==> src/rtl/tod_alarm.sv <==
module tod_alarm (
  input  logic       clk,
  input  logic       rst_n,
  input  logic [6:0] now_min,
  input  logic [6:0] now_hour,
  input  logic [2:0] now_day,
  input  logic [7:0] now_hund,
  input  logic       sec_wrap,
  input  logic       bus_en,
  input  logic       bus_we,
  input  logic [1:0] bus_addr,
  input  logic [7:0] bus_wdata,
  output logic [7:0] bus_rdata,
  input  logic       irq_en,
  output logic       alarm_flag,
  output logic       irq_n
);

  logic [7:0] alm_min, alm_hour;
  logic       day_mask;
  logic [2:0] alm_day;
  logic       strobe_q;

  wire strobe  = (now_hund == 8'h99) && sec_wrap;
  wire eval    = strobe && !strobe_q;
  wire bus_hit = bus_en && (bus_addr != 2'd3);

  wire min_ok  = alm_min[7]  || (alm_min[6:0]  == now_min);
  wire hour_ok = alm_hour[7] || (alm_hour[6:0] == now_hour);
  wire day_ok  = day_mask    || (alm_day       == now_day);
  wire match   = min_ok && hour_ok && day_ok;

  always_ff @(posedge clk or negedge rst_n) begin
    if (!rst_n) begin
      alm_min  <= 8'h00;
      alm_hour <= 8'h00;
      day_mask <= 1'b0;
      alm_day  <= 3'd0;
    end else if (bus_en && bus_we) begin
      case (bus_addr)
        2'd0: alm_min  <= bus_wdata;
        2'd1: alm_hour <= bus_wdata;
        2'd2: begin
          day_mask <= bus_wdata[7];
          alm_day  <= bus_wdata[2:0];
        end
        default: ;
      endcase
    end
  end

  always_ff @(posedge clk or negedge rst_n) begin
    if (!rst_n) begin
      strobe_q   <= 1'b0;
      alarm_flag <= 1'b0;
    end else begin
      strobe_q <= strobe;
      if (eval && match)
        alarm_flag <= 1'b1;
      else if (bus_hit)
        alarm_flag <= 1'b0;
    end
  end

  always_comb begin
    case (bus_addr)
      2'd0:    bus_rdata = alm_min;
      2'd1:    bus_rdata = alm_hour;
      2'd2:    bus_rdata = {day_mask, 4'b0000, alm_day};
      default: bus_rdata = 8'h00;
    endcase
  end

  assign irq_n = !(alarm_flag && irq_en);

  a_r10_access_clears: assert property (@(posedge clk) disable iff (!rst_n)
    (bus_hit && !(eval && match)) |=> !alarm_flag);
  a_r9_flag_sticky: assert property (@(posedge clk) disable iff (!rst_n)
    (alarm_flag && !bus_hit) |=> alarm_flag);
  a_r7_set_only_on_eval: assert property (@(posedge clk) disable iff (!rst_n)
    (!alarm_flag && !eval) |=> !alarm_flag);
  a_r9_irq_gated: assert property (@(posedge clk) disable iff (!rst_n)
    !irq_en |-> irq_n);
  a_r2_day_zero_bits: assert property (@(posedge clk) disable iff (!rst_n)
    (bus_addr == 2'd2) |-> (bus_rdata[6:3] == 4'b0000));
  a_r2_unmapped_zero: assert property (@(posedge clk) disable iff (!rst_n)
    (bus_addr == 2'd3) |-> (bus_rdata == 8'h00));

endmodule

==> config.mk <==
export PLATFORM = sky130hd
export DESIGN_NAME = tod_alarm
export DESIGN_NICKNAME = d
export VERILOG_FILES = /design/src/rtl/tod_alarm.sv
export SDC_FILE = /design/constraint.sdc
export NUM_CORES = 1
export LEC_CHECK = 0
export ABC_AREA = 1
export CAP_MARGIN = 0
export CORE_MARGIN = 5
export CORE_UTILIZATION = 39
export CTS_CLUSTER_SIZE = 25
export DETAILED_ROUTE_END_ITERATION = 7
export PLACE_DENSITY = 0.77
export SYNTH_ARGS = -nofsm -noshare
export SYNTH_HDL_FRONTEND = slang
export SYNTH_SLANG_ARGS = --single-unit
==> constraint.sdc <==
create_clock -name clk -period 1 [get_ports clk]
set_clock_uncertainty 0.05 [all_clocks]
set_input_delay 0.3 -clock clk [delete_from_list [all_inputs] [get_ports clk]]
set_output_delay 0.3 -clock clk [all_outputs]
set_load 0.005 [all_outputs]
; ---- Word-level counts from Yosys, hierarchy flattened
; Cells that the tools add are included.
[op_classes]
n_eq_ne = 7
n_mux = 3
n_reduce_logical = 18
[ops]
columns = op, n
row1 = $pmux 8 s3, 1
row2 = $eq 7x7->1, 2
row3 = $eq 8x8->1 const B, 1
row4 = $logic_and 1x1->1, 8
row5 = $reduce_and 2->1, 3
row6 = $eq 3x3->1, 1
row7 = $logic_or 1x1->1, 3
row8 = $eq 2x1->1 const B, 1
row9 = $eq 2x2->1 const B, 1
row10 = $logic_not 1->1, 2
row11 = $logic_not 2->1, 1
row12 = $mux 1, 2
row13 = $ne 2x2->1 const B, 1
row14 = $reduce_bool 2->1, 1
[totals]
regBits = 22
in_bits = 41
elab_cells = 34

; ---- Longest topological paths before layout
[logic_depth]
ltp_word = 6
depth_mapped = 9

; ---- Worst setup path after synthesis
; No wires, ideal clock.
[synth_timing]
path_kind = input to output
start = in bus_addr[1]
end = out bus_rdata[0]
arrival_time_ns = 0.715
path_slack_ns = -0.065
stages = 3
path_cell_list = nor2_2 -> inv_2 -> o221ai_1
[synth_between]
elab_chain_len = 2
word_cells_on_any_way = 4
[synth_lines]
columns = element, line_no
row1 = "start, declared", 11  ; input logic [1:0] bus_addr,
row2 = $eq 2x2->1 (tied with other cells), 66  ; case (bus_addr)
row3 = $pmux 8 s3 *, 66
row4 = "end, declared", 13  ; output logic [7:0] bus_rdata,
; Mark *: on every way between the ends. The rest lies on a longest branch, timed or not.

; ---- Final worst setup path
[layout_timing]
start = reg alm_hour[1]
end = out bus_rdata[1]
[layout_between]
elab_chain_len = 1
[layout_lines]
columns = element, line_no
row1 = "start, declared", 19  ; logic [7:0] alm_min, alm_hour;
row2 = "start signal, assigned", 42  ; 2'd1: alm_hour <= bus_wdata;
row3 = $pmux 8 s3, 66
; No other way between the ends.

==> results.md <==
* Vias in the first global route at 1445
* Detailed Route Iter0 Violations at 58
* Seq cells post-synth at 22
* GRT Total Usage at 16.2%
* R2R depth at 8
* Pwr dens at 1270 nW/um^2
* Final GP Congestion at 0.796
* Final ANT Viol Nets at 0
* Max frequency at approximately 0.67 GHz
* First-pass GRT wire length at 5.80 mm
* Area Growth Syn to Fin at 70.9%
* Wirelength, routed at 3.89 mm
* Mean Syn Cell Area at around 6.6 sq um
* Fillers at 292
* Worst path required time at approximately 650 ps
* Post-Syn Area at 1340 sq um
* Layout cells sized above 1 at between 30% and 40%
* Crit Path Category: flop to output pin
* Final hold vios at 0
* Leak Pwr at 1.21 nW
* Startpoint Class: flop
* Finish-stage setup viols at 11
* Clock latency at the later pin of the worst-skew pair at 310 ps
* HP Class: input port to async pin
* Status: complete, but fails checks
* Bufs on Longest Clock Path at 2
* Worst-path clk slew at about 120 ps
* Synthesized Nets at 244
* # IOs at 51
* Clock tree from TritonCTS: done
* Dpl cell area at 2120 sq um
* Fin crit share at 150%
* Num CTS Buffers at 3
* Synth cell types at 20
* CTS Sinks at 22
* Total die area at 4710 sq um
* Initial antenna violation count at 0
* Failing checks: setup timing
* Routed vias/inst at 4.56
* Inst Count DP at 326
* Pins Over Slew Limit at 0
* CTS root buf: clkbuf_4
* Fin crit period at 1500 ps
* Final nets at 335
* Worst EP arrival at 1150 ps
* Final Cell Area at 2290 sq um
* Via count at around 1500
* Initial Utilization at 40.2%
* Crit path setup slack, layout at -499 ps
* Largest net degree at the start of global routing at 23
* Ant diodes at 0
* Die X-Extent at 68.6 um
* Max_cap viols at 0
* Placeable Area at 3340 sq um
* Grt ovf at 0
* Slew @ Worst Pin at between 300 and 400 ps
* Syn Inst Count at between 200 and 250
* RSZ-0062 raised after global routing: yes
* # DRC at 0
* Fin Hold WS at 261 ps
* Port Buf Inserts at 50
* Register area share after synthesis at 41.0%
* Slew headroom at about four fifths
* Cell row count at 21
* Crit path largest cell delay at 400 ps
* Critical-path maximum fanout at 2
* Peak VDD IR at 0.642 mV
* Most frequent cells in the layout: nand2_1 (74), clkdlybuf4s50_1 (36), buf_4 (32)
* Crit. End Element: output pin
* Die Y at 68.6 um
* Total Power at 2.91 mW
* H-Tree Depth at 1
* DRT Pass-1 Iters at 4
* WL per Instance at 11.5 um
* Critical path's slowest cell: dfrtp_1
* Post-route insts no fill at 339
* Commonest non-fill, non-tap cell in the layout: nand2_1
* Ys Warns at 0
* # hold bufs at CTS at 0
* Post-DP HPWL at between 2 and 3 mm
* CP cell instances: inv_2 -> o211ai_1 -> buf_2
[synthesized netlist by cell type]
cell	number	area share, %
buf_6	1	0.84
nor2_2	2	0.93
nand4_1	2	0.93
o211ai_1	1	0.56
buf_2	1	0.37
nor2_1	7	2.0
xnor2_1	3	2.0
nand2_1	83	23
nand2_4	1	0.84
o22ai_1	3	1.4
inv_1	41	11
dfrtp_1	22	41
nor4_1	1	0.47
xor2_1	1	0.65
nand2_2	2	0.93
a21oi_1	1	0.37
o21ai_1	21	7.8
nand3_1	3	1.1
inv_2	4	1.1
o221ai_1	3	2.0
[registers in the layout (all words and copies together) (netlist names)]
name and cells:
alarm_flag 1, alm_day 3, alm_hour 8, alm_min 8, day_mask 1, strobe_q 1
[critical path, delay by kind of cell, from the launching register on]
kind | cells | cell delay [ps]
AOI/OAI and AO/OA | 1 | 230
DFF | 1 | 400
buffers and inverters | 2 | 210
[layout make-up]
cell class / count / area (sq um) / area share, %
Sequential cell: 22 / 551 / 24.0
Timing Repair Buffer: 87 / 749 / 32.7
Multi-Input combinational cell: 135 / 729 / 31.8
Inverter: 45 / 169 / 7.37
Tap cell: 46 / 57.6 / 2.51
Clock buffer: 4 / 36.3 / 1.58
[path summary, 6_finish.rpt]
| path | startpoint | to | slack (ps) |
|---|---|---|---|
| max | alm_hour[1] | bus_rdata[1] | -500 |
| min | rst_n | alm_min[2] | 260 |
| max reg2reg | alm_hour[3] | alarm_flag | -240 |
| min reg2reg | alm_min[7] | alm_min[7] | 490 |
| max in group asynchronous | rst_n | alm_min[3] | 500 |
| min in group clk | bus_addr[1] | alarm_flag | 300 |
[layer usage]
layer	share of wire, %	up-vias	track usage, %
met5	0	-	0
met4	1.3	0	4.96
met3	5.2	5	2.76
met2	53	41	31.9
met1	40	699	17.2
li1	-	801	-
[cells by family (layout without fill, tap and decap cells)]
kind of cell,after synthesis,in the layout,share of synthesized area [%]
simple gates,101,102,30.4
buf+inv,47,136,13.8
compound gates,29,29,12.1
flops,22,22,41.0
xor+xnor,4,4,2.61
[timing repair]
action                     4_1_cts  5_1_grt
buffers inserted                 6        5
pin swaps                       14       20
setup endpoints to repair       31       15
gates cloned                     1        0
gates resized for setup         64       28
[through the flow]
step	TNS [ps]	setup WS, ps	utilization (%)
after floorplan	-30.1	-10.0	-
after global placement	-23930	-1210	63.5
after detailed placement	-24550	-1220	63.5
after CTS	-3850	-444	65.7
after global routing	-4400	-524	68.7
final	-3860	-499	68.7
[report_power, final]
group | switching (mW) | internal [mW] | leakage, nW
Clock | 0.281 | 0.223 | 0.0210
Sequential | 0.0977 | 1.04 | 0.280
Combinational | 0.554 | 0.716 | 0.908
Total | 0.932 | 1.98 | 1.21
No activity file was read; power rests on OpenSTA's default activity.
